==> src/rtl/i2c_init_pkg.sv <==
package i2c_init_pkg;

    typedef enum logic [1:0] {
        OP_START  = 2'd0,
        OP_STOP   = 2'd1,
        OP_WRITE  = 2'd2,
        OP_DACRST = 2'd3
    } op_e;

    typedef struct packed {
        op_e        op;
        logic [7:0] data;
        logic       drv_phase;
        logic       last;
    } step_t;

    typedef enum logic [1:0] {
        ST_WAIT_IDLE = 2'd0,
        ST_ISSUE     = 2'd1,
        ST_WAIT_DONE = 2'd2,
        ST_FINISHED  = 2'd3
    } fsm_e;

    localparam int DRV_LEN = 8;
    localparam int DAC_LEN = 5;

endpackage

==> src/rtl/i2c_init_script.sv <==
module i2c_init_script
    import i2c_init_pkg::*;
#(
    parameter logic [7:0] DRV_ADDR   = 8'hC0,
    parameter logic [7:0] DRV_CTRL   = 8'h11,
    parameter logic [7:0] DRV_PRESC  = 8'h00,
    parameter int         NUM_DAC    = 2,
    parameter logic [7:0] DAC_BASE   = 8'hC2,
    parameter int         DAC_STRIDE = 2,
    parameter int         SW         = 5
) (
    input  logic [SW-1:0] step_idx,
    input  logic [7:0]    hold_duty,
    input  logic [7:0]    close_duty,
    input  logic [7:0]    dac_cfg,
    output step_t         step
);

    localparam int TOTAL = DRV_LEN + DAC_LEN * NUM_DAC;

    logic [7:0] dac_addr [NUM_DAC];

    generate
        for (genvar gi = 0; gi < NUM_DAC; gi++) begin : g_addr
            assign dac_addr[gi] = DAC_BASE + 8'(DAC_STRIDE * gi);
        end
    endgenerate

    int rel_idx;
    int dac_no;
    int dac_pos;

    always_comb begin
        step     = '0;
        step.op  = OP_START;
        rel_idx  = int'(step_idx) - DRV_LEN;
        dac_no   = 0;
        dac_pos  = 0;
        if (int'(step_idx) < DRV_LEN) begin
            step.drv_phase = 1'b1;
            case (step_idx[2:0])
                3'd0: step.op = OP_START;
                3'd1: begin step.op = OP_WRITE; step.data = DRV_ADDR;   end
                3'd2: begin step.op = OP_WRITE; step.data = DRV_CTRL;   end
                3'd3: begin step.op = OP_WRITE; step.data = DRV_PRESC;  end
                3'd4: begin step.op = OP_WRITE; step.data = hold_duty;  end
                3'd5: begin step.op = OP_WRITE; step.data = DRV_PRESC;  end
                3'd6: begin step.op = OP_WRITE; step.data = close_duty; end
                default: step.op = OP_STOP;
            endcase
        end else begin
            dac_no  = rel_idx / DAC_LEN;
            dac_pos = rel_idx % DAC_LEN;
            case (dac_pos)
                0: step.op = OP_DACRST;
                1: step.op = OP_START;
                2: begin
                    step.op = OP_WRITE;
                    if (dac_no < NUM_DAC) step.data = dac_addr[dac_no];
                end
                3: begin step.op = OP_WRITE; step.data = dac_cfg; end
                default: step.op = OP_STOP;
            endcase
        end
        step.last = (int'(step_idx) == TOTAL - 1);
    end

endmodule

==> src/rtl/i2c_init_ctrl.sv <==
module i2c_init_ctrl
    import i2c_init_pkg::*;
#(
    parameter int SW = 5
) (
    input  logic          clk,
    input  logic          rst_n,
    input  logic          eng_idle,
    input  logic          eng_done,
    input  logic          eng_nack,
    input  step_t         step,
    output logic [SW-1:0] step_idx,
    output logic          cmd_valid,
    output logic [1:0]    cmd_op,
    output logic [7:0]    cmd_data,
    output logic          init_done,
    output logic          drv_err
);

    localparam logic [SW-1:0] DRV_STOP_IDX = SW'(DRV_LEN - 1);

    typedef struct packed {
        fsm_e          st;
        logic [SW-1:0] idx;
        logic          err;
    } ctrl_t;

    ctrl_t ctl_d, ctl_q;
    logic  abort_hit;

    always_comb begin
        ctl_d     = ctl_q;
        abort_hit = step.drv_phase && (step.op == OP_WRITE) && eng_nack;
        case (ctl_q.st)
            ST_WAIT_IDLE: begin
                if (eng_idle) ctl_d.st = ST_ISSUE;
            end
            ST_ISSUE: begin
                ctl_d.st = ST_WAIT_DONE;
            end
            ST_WAIT_DONE: begin
                if (eng_done) begin
                    if (abort_hit) begin
                        ctl_d.err = 1'b1;
                        ctl_d.idx = DRV_STOP_IDX;
                        ctl_d.st  = ST_ISSUE;
                    end else if (step.last) begin
                        ctl_d.st  = ST_FINISHED;
                    end else begin
                        ctl_d.idx = ctl_q.idx + 1'b1;
                        ctl_d.st  = ST_ISSUE;
                    end
                end
            end
            default: ctl_d.st = ST_FINISHED;
        endcase
    end

    always_ff @(posedge clk or negedge rst_n) begin
        if (!rst_n) begin
            ctl_q <= '{st: ST_WAIT_IDLE, idx: '0, err: 1'b0};
        end else begin
            ctl_q <= ctl_d;
        end
    end

    assign step_idx  = ctl_q.idx;
    assign cmd_valid = (ctl_q.st == ST_ISSUE);
    assign cmd_op    = step.op;
    assign cmd_data  = (step.op == OP_WRITE) ? step.data : 8'h00;
    assign init_done = (ctl_q.st == ST_FINISHED);
    assign drv_err   = ctl_q.err;

endmodule

==> src/rtl/i2c_init_seq.sv <==
module i2c_init_seq
    import i2c_init_pkg::*;
#(
    parameter logic [7:0] DRV_ADDR   = 8'hC0,
    parameter logic [7:0] DRV_CTRL   = 8'h11,
    parameter logic [7:0] DRV_PRESC  = 8'h00,
    parameter int         NUM_DAC    = 2,
    parameter logic [7:0] DAC_BASE   = 8'hC2,
    parameter int         DAC_STRIDE = 2
) (
    input  logic       clk,
    input  logic       rst_n,
    input  logic [7:0] hold_duty,
    input  logic [7:0] close_duty,
    input  logic [7:0] dac_cfg,
    input  logic       eng_idle,
    input  logic       eng_done,
    input  logic       eng_nack,
    output logic       cmd_valid,
    output logic [1:0] cmd_op,
    output logic [7:0] cmd_data,
    output logic       init_done,
    output logic       drv_err
);

    localparam int TOTAL = DRV_LEN + DAC_LEN * NUM_DAC;
    localparam int SW    = $clog2(TOTAL + 1);

    logic [SW-1:0] step_idx;
    step_t         step;

    i2c_init_script #(
        .DRV_ADDR   (DRV_ADDR),
        .DRV_CTRL   (DRV_CTRL),
        .DRV_PRESC  (DRV_PRESC),
        .NUM_DAC    (NUM_DAC),
        .DAC_BASE   (DAC_BASE),
        .DAC_STRIDE (DAC_STRIDE),
        .SW         (SW)
    ) u_script (
        .step_idx   (step_idx),
        .hold_duty  (hold_duty),
        .close_duty (close_duty),
        .dac_cfg    (dac_cfg),
        .step       (step)
    );

    i2c_init_ctrl #(
        .SW (SW)
    ) u_ctrl (
        .clk       (clk),
        .rst_n     (rst_n),
        .eng_idle  (eng_idle),
        .eng_done  (eng_done),
        .eng_nack  (eng_nack),
        .step      (step),
        .step_idx  (step_idx),
        .cmd_valid (cmd_valid),
        .cmd_op    (cmd_op),
        .cmd_data  (cmd_data),
        .init_done (init_done),
        .drv_err   (drv_err)
    );

endmodule

==> config.mk <==
export PLATFORM = sky130hd
export DESIGN_NAME = i2c_init_seq
export DESIGN_NICKNAME = d
export VERILOG_FILES = /design/src/rtl/i2c_init_pkg.sv /design/src/rtl/i2c_init_script.sv /design/src/rtl/i2c_init_ctrl.sv /design/src/rtl/i2c_init_seq.sv
export SDC_FILE = /design/constraint.sdc
export NUM_CORES = 1
export LEC_CHECK = 0
export ABC_AREA = 1
export BUFFER_PORTS_ARGS = -buffer_cell sky130_fd_sc_hd__buf_4
export CAP_MARGIN = 5
export CORE_AREA = 3 3 92 94
export DETAILED_ROUTE_END_ITERATION = 8
export DIE_AREA = 0 0 95 97
export PLACE_DENSITY = 0.47
export SYNTH_ARGS = -nofsm -noshare
export SYNTH_HDL_FRONTEND = slang
export SYNTH_SLANG_ARGS = --single-unit
==> constraint.sdc <==
create_clock -name clk -period 4.9 [get_ports clk]
set_input_delay 0.49 -clock clk [delete_from_list [all_inputs] [get_ports clk]]
set_output_delay 0.49 -clock clk [all_outputs]
set_load 0.1 [all_outputs]
# Word level (Yosys, flattened, before mapping)
# Cells that the tools add are included.
# op_classes
add_sub_neg	2
multipliers	0
div_mod_pow	2
n_lt_le_gt_ge	3
n_eq_ne	17
shifts	0
n_mux	18
bitwise_logic	1
n_reduce_logical	10
# op_table
operator	n
$eq A32 B2 Y1 const B	2
$mux W8	5
$div A32 B4 Y32 const B	1
$eq A32 B1 Y1 const B	1
$ge A32 B2 Y1 const B	1
$logic_not A32 Y1	1
$lt A32 B3 Y1 const B	1
$mod A32 B4 Y32 const B	1
$not A32 Y32	1
$pmux W8 S4	1
$pmux W8 S2	1
$pmux W2 S3	2
$mux W10	1
$eq A3 B3 Y1 const B	3
$mux W7	1
$eq A2 B2 Y1 const B	3
$eq A3 B2 Y1 const B	2
$reduce_and A3 Y1	2
$reduce_or A6 Y1	1
$sub A5 B4 Y6 const B	1
$add A5 B1 Y5 const B	1
$eq A5 B5 Y1 const B	1
$lt A5 B4 Y1 const B	1
$mux W5	1
13 further kinds	17
# totals
regBits	8
latch_bits	0
ramBits	0
romBits	0
in_bits	29
output_inout_bits	13
wordCells	56
n_memories	0

# Longest topological paths before layout
# Gate-level depths: netlist (run 1).
# logic_depth
depth_word	15
ltp_mapped	36
ltp_nobuf	35

# Modules after synthesis
# From an unflattened synthesis (run 1), not the netlist that was laid out.
# hier_totals
cells_unflattened	368
area_unflattened_um2	2329.7
# modules_own_cells
mod	n_inst	cells_per_inst	area_each_um2	seq_area_each_um2
i2c_init_script	1	287	1744.2	0.0
i2c_init_ctrl	1	81	585.6	200.2

# Least setup slack after synthesis (run 1)
# Ideal clock, no wire load.
# synth_path
kind	register to output
from	register u_ctrl.ctl_q (netlist bit u_ctrl.step_idx[0])
to	output cmd_op[1]
arrival_time_ns	6.104
required_time_ns	4.410
setup_slack_ns	-1.694
path_stages_with_launch	27
path_buffers	0
path_cell_list	dfrtp_1 > inv_2 > ha_1 > ha_1 > or2_2 > o21a_1 > o211ai_2 > nand2_4 > nand2_4 > nand2_1 > inv_1 > ha_1 > nand3b_2 > nand2_4 > nand3_4 > nand2_1 > and2_1 > ha_1 > nand3b_2 > nand4_1 > nand2_2 > ha_1 > nand2_1 > and2_1 > inv_1 > o21ai_0 > o21ai_0
# synth_via
elab_chain_cells	6
elab_cells_between_ends	19
cone_classes	add/sub (1); div (1); order compare (1); eq/ne (9); mux (3); reduce/logical (4)
# synth_lines
item	line_no	rtl
start: declaration	i2c_init_ctrl.sv:28	ctrl_t ctl_d, ctl_q;
start signal: assignment	i2c_init_ctrl.sv:61	ctl_q <= '{st: ST_WAIT_IDLE, idx: '0, err: 1'b0};
start signal: assignment	i2c_init_ctrl.sv:63	ctl_q <= ctl_d;
$sub A5 B4 Y6	i2c_init_script.sv:36	rel_idx = int'(step_idx) - DRV_LEN;
$mod A32 B4 Y32	i2c_init_script.sv:53	dac_pos = rel_idx % DAC_LEN;
$eq A32 B2 Y1	i2c_init_script.sv:54	case (dac_pos)
$reduce_or A2 Y1 (no line)	n/a	
$pmux W2 S3	i2c_init_script.sv:54	
$mux W10 (*)	i2c_init_script.sv:39	if (int'(step_idx) < DRV_LEN) begin
end: declaration	i2c_init_seq.sv:20	output logic [1:0] cmd_op,
# Mark *: on every way between the ends. The rest lies on a longest branch, timed or not.

# Worst setup path after layout (run 1)
# layout_path
from	register u_ctrl.ctl_q (netlist bit u_ctrl.step_idx[0])
to	output cmd_data[0]
# layout_via
elab_chain_cells	8
elab_cells_between_ends	26
cone_classes	add/sub (1); div (2); order compare (2); eq/ne (10); mux (7); reduce/logical (4)
# layout_lines
item	line_no	rtl
branches (longest 5 deep; another with $div A32 B4 Y32)	n/a	
$mux W10 (*)	i2c_init_script.sv:39	
$eq A2 B2 Y1	i2c_init_ctrl.sv:70	assign cmd_data = (step.op == OP_WRITE) ? step.data : 8'h00;
$mux W8 (*)	i2c_init_ctrl.sv:70	
end: declaration	i2c_init_seq.sv:21	output logic [7:0] cmd_data,
# Mark *: on every way between the ends.

==> results of run 1 <==
final timing paths:
kind / start / to / slack (ps) / depth (start not counted)
max: u_ctrl.step_idx[0] / cmd_data[0] / 90 / 33
min: rst_n / u_ctrl.step_idx[1] / 70 / 1
max reg2reg: u_ctrl.step_idx[0] / u_ctrl.step_idx[4] / 2530 / 14
min reg2reg: u_ctrl.drv_err / u_ctrl.drv_err / 470 / 1
max in group asynchronous: rst_n / u_ctrl.step_idx[0] / 4680 / 1
min in group clk: u_ctrl.drv_err / u_ctrl.drv_err / 470 / 1
cell usage after synthesis, drive strengths merged, types with 3 or more instances:
master	n	share of area, %
dfrtp	8	11
buf	3	1.7
a22o	4	2.0
inv	40	8.5
a21oi	6	2.3
or2	3	1.1
o21ai	23	6.5
ha	15	11
nand4	17	6.3
nand3	32	11
nand2	102	25
nor3	3	0.85
nor2	20	6.2
metrics by stage:
stage	hold slack [ps]	setup TNS [ps]	cells	utilization (%)	setup slack (ps)
3_3_place_gp	318	-129	470	33.2	-42.2
3_5_place_dp	320	-687	470	33.2	-120
2_1_floorplan	194	-26.4	293	-	-26.4
5_1_grt	66.6	-1610	486	40.6	-202
4_1_cts	71.4	0	477	37.3	3.53
6_report	73.3	0	486	40.6	88.4
critical path: cells and delay by family (launching register included):
family | cells | cell delay (ps)
flops | 1 | 410
buf+inv | 6 | 650
simple gates | 22 | 2290
fa+ha+maj | 3 | 440
compound gates | 2 | 290
registers in the layout, indices dropped and copies added, names as in the netlist:
name and cells:
u_ctrl.ctl_q 2, u_ctrl.drv_err 1, u_ctrl.step_idx 5
routing by layer:
layer	global-route usage [%]	share of wire [%]
met2	21.5	52
met5	0	0
met4	2.11	0.90
met1	17.0	46
met3	0.544	0.75
final cells by class:
type | count | area (um2) | area share (%)
Tap cell | 102 | 128 | 4.07
Timing Repair Buffer | 93 | 857 | 27.3
Inverter | 40 | 155 | 4.95
Multi-Input combinational cell | 240 | 1750 | 55.9
Sequential cell | 8 | 203 | 6.46
Clock buffer | 3 | 41.3 | 1.32
cells by family (layout without fill, tap and decap cells):
logic type | after synthesis | after routing
buffers and inverters | 45 | 136
AND/OR/NAND/NOR | 183 | 183
adder cells (fa/ha/maj) | 15 | 15
AO/OA/AOI/OAI | 42 | 42
flip-flops | 8 | 8
repair_timing:
action,in CTS,in global routing
resized for setup,60,51
endpoints found under the setup margin,10,10
pin swaps,14,40
hold buffers,0,0
setup buffers,4,9
placed cells by master, fill, tap and decap left out, types with 12 or more instances in the layout:
cell type	n
nand2_2	30
buf_4	74
nand3_1	15
nand3_2	12
nand2_1	60
inv_1	25
nand4_1	16
o21ai_0	14
inv_2	13
==> flow_summary.json, run 1 <==
{
  "slew-limit-headroom_pct": 66.1,
  "crit_fanout": 6,
  "path_class": "reg2out",
  "drive_gt1_share_pct": 52.9,
  "cts-root-buf": "clkbuf_8",
  "slew_viol_final": 0,
  "skew_ps": 3.93,
  "syn_avg_cell_area_um2": 6.06,
  "ys_seq_elements": 8,
  "num_vias": 2242,
  "hold_viol": 0,
  "cp-end-kind": "primary output",
  "setup_violations": 0,
  "cp_common_cell": "nand2_2",
  "nets": 430,
  "io_buffers": 41,
  "hpwlAfterDp_um": 4590,
  "dr.pass1.iters": 4,
  "grt_pass1_wl_um": 9630,
  "drv_cap": 0,
  "fillers": 824,
  "drt_iter0_drc": 64,
  "cts_max_level": 1,
  "synthXorXnorAreaFrac_pct": 0,
  "numCtsBuffers": 3,
  "wirelength_um": 5870,
  "io_pins": 42,
  "period_needed_ps": 4810,
  "syn_inst": 293,
  "synth_top_family_by_area": "simple AND/OR/NAND/NOR gates",
  "start_util_pct": 23.0,
  "synth-compound-area-share_pct": 15.1,
  "startpoint_type": "flip-flop",
  "crit_arrival_ps": 4320,
  "async_flop_share_pct": 100,
  "hold_class": "in2async",
  "viasPerCell": 4.61,
  "post-route-period-util_pct": 98.2,
  "slowest_delay_ps": 410,
  "yosysSeqAreaShare_pct": 11.3,
  "crit_required_ps": 4410,
  "clock_sinks": 8,
  "ys.flop_type": "dfrtp_1",
  "grt_pass1_vias": 2108,
  "synth_warnings": 0,
  "drc": 0,
  "clk_latency_ps": 230,
  "grt_max_degree": 11,
  "gr-total-overflow": 0,
  "worst_slew_pin_slew_ps": 506,
  "die_y_um": 97,
  "fp.dieW_um": 95,
  "slowest_stage": "dfrtp_2",
  "synth_cell_types": 37,
  "row_count": 32,
  "drtAntennaViolNets": 0,
  "wl_per_cell_um": 12.1,
  "synth_fp_nets": 337,
  "area_delta_synth_final_pct": 76.8,
  "rsz0062_at_grt": "yes",
  "gp_congestion": 0.799,
  "core_um2": 7730,
  "cts_buffer_depth": 2,
  "netlist_area_um2": 1770,
  "gr-usage-all-layers_pct": 12.4,
  "clock.fmax_mhz": 208,
  "synth_edf_count": 0,
  "outcome": "completed",
  "dieArea_um2": 9220,
  "place_area_um2": 2570,
  "clk_pin_slew_ps": 40,
  "antennaDiodeCount": 0,
  "tritoncts": "done",
  "stdcell_area_um2": 3140,
  "synth_mux_area_share_pct": 0,
  "antenna_found_initial": 0,
  "synth_fa_ha_area_share_pct": 10.6,
  "synthSimpleGateAreaFrac_pct": 52.5
}
Power of run 1 is left out: the tool's default activity adds up to more than one toggle a clock period on the data nets, which glitch-free logic cannot reach.
==> inputs of run 2 (changes only) <==
--- a/config.mk
+++ b/config.mk
@@ -8,10 +8,10 @@
 export ABC_AREA = 1
 export BUFFER_PORTS_ARGS = -buffer_cell sky130_fd_sc_hd__buf_4
 export CAP_MARGIN = 5
-export CORE_AREA = 3 3 92 94
+export CORE_AREA = 3 3 64 66
 export DETAILED_ROUTE_END_ITERATION = 8
-export DIE_AREA = 0 0 95 97
-export PLACE_DENSITY = 0.47
+export DIE_AREA = 0 0 67 69
+export PLACE_DENSITY = 0.81
 export SYNTH_ARGS = -nofsm -noshare
 export SYNTH_HDL_FRONTEND = slang
 export SYNTH_SLANG_ARGS = --single-unit
==> flow_summary.json, run 2 (synthesis gave the netlist of run 1 again) <==
{
  "outcome": "finished, violations left",
  "violations": "design-rule violations, negative setup slack",
  "crit_fanout": 6,
  "reg2reg_from": "u_ctrl.step_idx[0]",
  "cts_max_level": 1,
  "cp_common_cell": "nand2_1",
  "largest_reg_flops": 5,
  "io_pins": 42,
  "clock.fmax_mhz": 188,
  "slew_viol_final": 0,
  "antennaDiodeCount": 0,
  "cts_hold_buf": 0,
  "wirelength_um": 9770,
  "clk_latency_ps": 240,
  "drt_iter0_drc": 519,
  "tritoncts": "done",
  "wl_per_cell_um": 22.5,
  "dieArea_um2": 4620,
  "slew-limit-headroom_pct": 59.0,
  "row_count": 22,
  "drtAntennaViolNets": 0,
  "drc": 1,
  "setup_violations": 10,
  "clock_sinks": 8,
  "finalWorstSetupSlack_ps": -424,
  "post-route-util_pct": 87.1,
  "grt_max_degree": 12,
  "multi_input_area_um2": 1820,
  "hpwlAfterDp_um": 4170,
  "register_area_um2": 203,
  "cts_buffer_depth": 2,
  "rsz0062_at_grt": "yes",
  "worst_slew_pin_slew_ps": 613,
  "hold_viol": 0,
  "path_class": "reg2out",
  "slowest_stage": "dfrtp_2",
  "slowest_delay_ps": 410,
  "core_um2": 3630,
  "post-route-period-util_pct": 109,
  "layout_commonest_cell": "buf_4",
  "cts-root-buf": "clkbuf_8",
  "period_needed_ps": 5320,
  "start_util_pct": 48.8,
  "nets": 432,
  "r2r_cells": 14,
  "final_cell_mix": "buf_4 (76), nand2_1 (58), nand2_2 (25)",
  "r2r-end": "u_ctrl.step_idx[4]",
  "numCtsBuffers": 3,
  "crit_arrival_ps": 4830,
  "gp_congestion": 0.877,
  "reg2reg_slack_ps": 2170,
  "die_y_um": 69,
  "area_delta_synth_final_pct": 78.4,
  "crit_required_ps": 4410,
  "drive_gt1_share_pct": 53.7,
  "gr-total-overflow": 0,
  "fp.dieW_um": 67,
  "grt_pass1_wl_um": 11100,
  "grt_pass1_vias": 2449,
  "drv_cap": 0,
  "num_vias": 2894,
  "gr-usage-all-layers_pct": 29.6,
  "viasPerCell": 6.65,
  "fillers": 149,
  "clk_pin_slew_ps": 50,
  "dr.pass1.iters": 9,
  "io_buffers": 41,
  "cp-end-kind": "primary output",
  "startpoint_type": "flip-flop",
  "skew_ps": 12.7,
  "hold_class": "in2async",
  "antenna_found_initial": 0
}
[run 2: changes by cell type in the layout (fill, tap and decap cells not counted), moves of 2 or more]
cell	change
buf_4	+2
nand2_4	+7
nand2_1	-2
ha_4	+2
nand2_2	-5
[run 2: worst max-delay path, delay by kind of cell, from the launching register on]
kind	cells	cell delay [ps]
buf+inv	9	850
fa+ha+maj	4	730
flops	1	410
compound gates	4	530
simple gates	18	2070
[run 2: repair_timing]
| action | in CTS | in global routing |
|---|---|---|
| setup buffers | 10 | 11 |
| hold endpoints to repair | 0 | 0 |
| setup endpoints to repair | 10 | 10 |
| pin swaps | 13 | 47 |
| gates resized for setup | 57 | 65 |
[run 2: final cells by class]
cell class | instances | share of cell area (%)
multi-input cells | 240 | 57.5
well taps | 48 | 1.90
flip-flops and latches | 8 | 6.40
repair buffers | 95 | 27.8
inverters | 40 | 4.98
clock buffers | 4 | 1.42
[run 2: worst max-delay path by stage]
stage	from	end	slack [ps]	cells past startpoint
6_report	u_ctrl.step_idx[1]	cmd_data[6]	-420	35
5_1_grt	u_ctrl.step_idx[1]	cmd_data[6]	-700	37
4_1_cts	u_ctrl.step_idx[0]	cmd_data[5]	10	30
3_5_place_dp	u_ctrl.step_idx[3]	cmd_data[7]	-140	30
3_3_place_gp	u_ctrl.step_idx[3]	cmd_data[7]	-3	30
2_1_floorplan	u_ctrl.step_idx[3]	cmd_op[1]	-30	29
[run 2: stage by stage]
step           worst slack, ps  cells  area [um2]  hold slack, ps  setup TNS, ps
6_report                  -424    435        3170            59.1          -2470
5_1_grt                   -696    435        3170            65.8          -4990
4_1_cts                   13.6    424        2810            71.2              0
3_5_place_dp              -138    410        2460             315           -848
3_3_place_gp             -3.09    410        2460             314          -3.09
2_1_floorplan            -26.4    293        1880             194          -26.4
[run 2: layer usage]
metal	track usage, %	share of wire [%]	vias to the layer above
met5	0	0	-
met4	11.5	7.9	0
met3	7.65	14	98
met2	50.5	45	304
met1	34.3	34	1313
li1	-	-	1179
Power of run 2 is left out for the same reason.
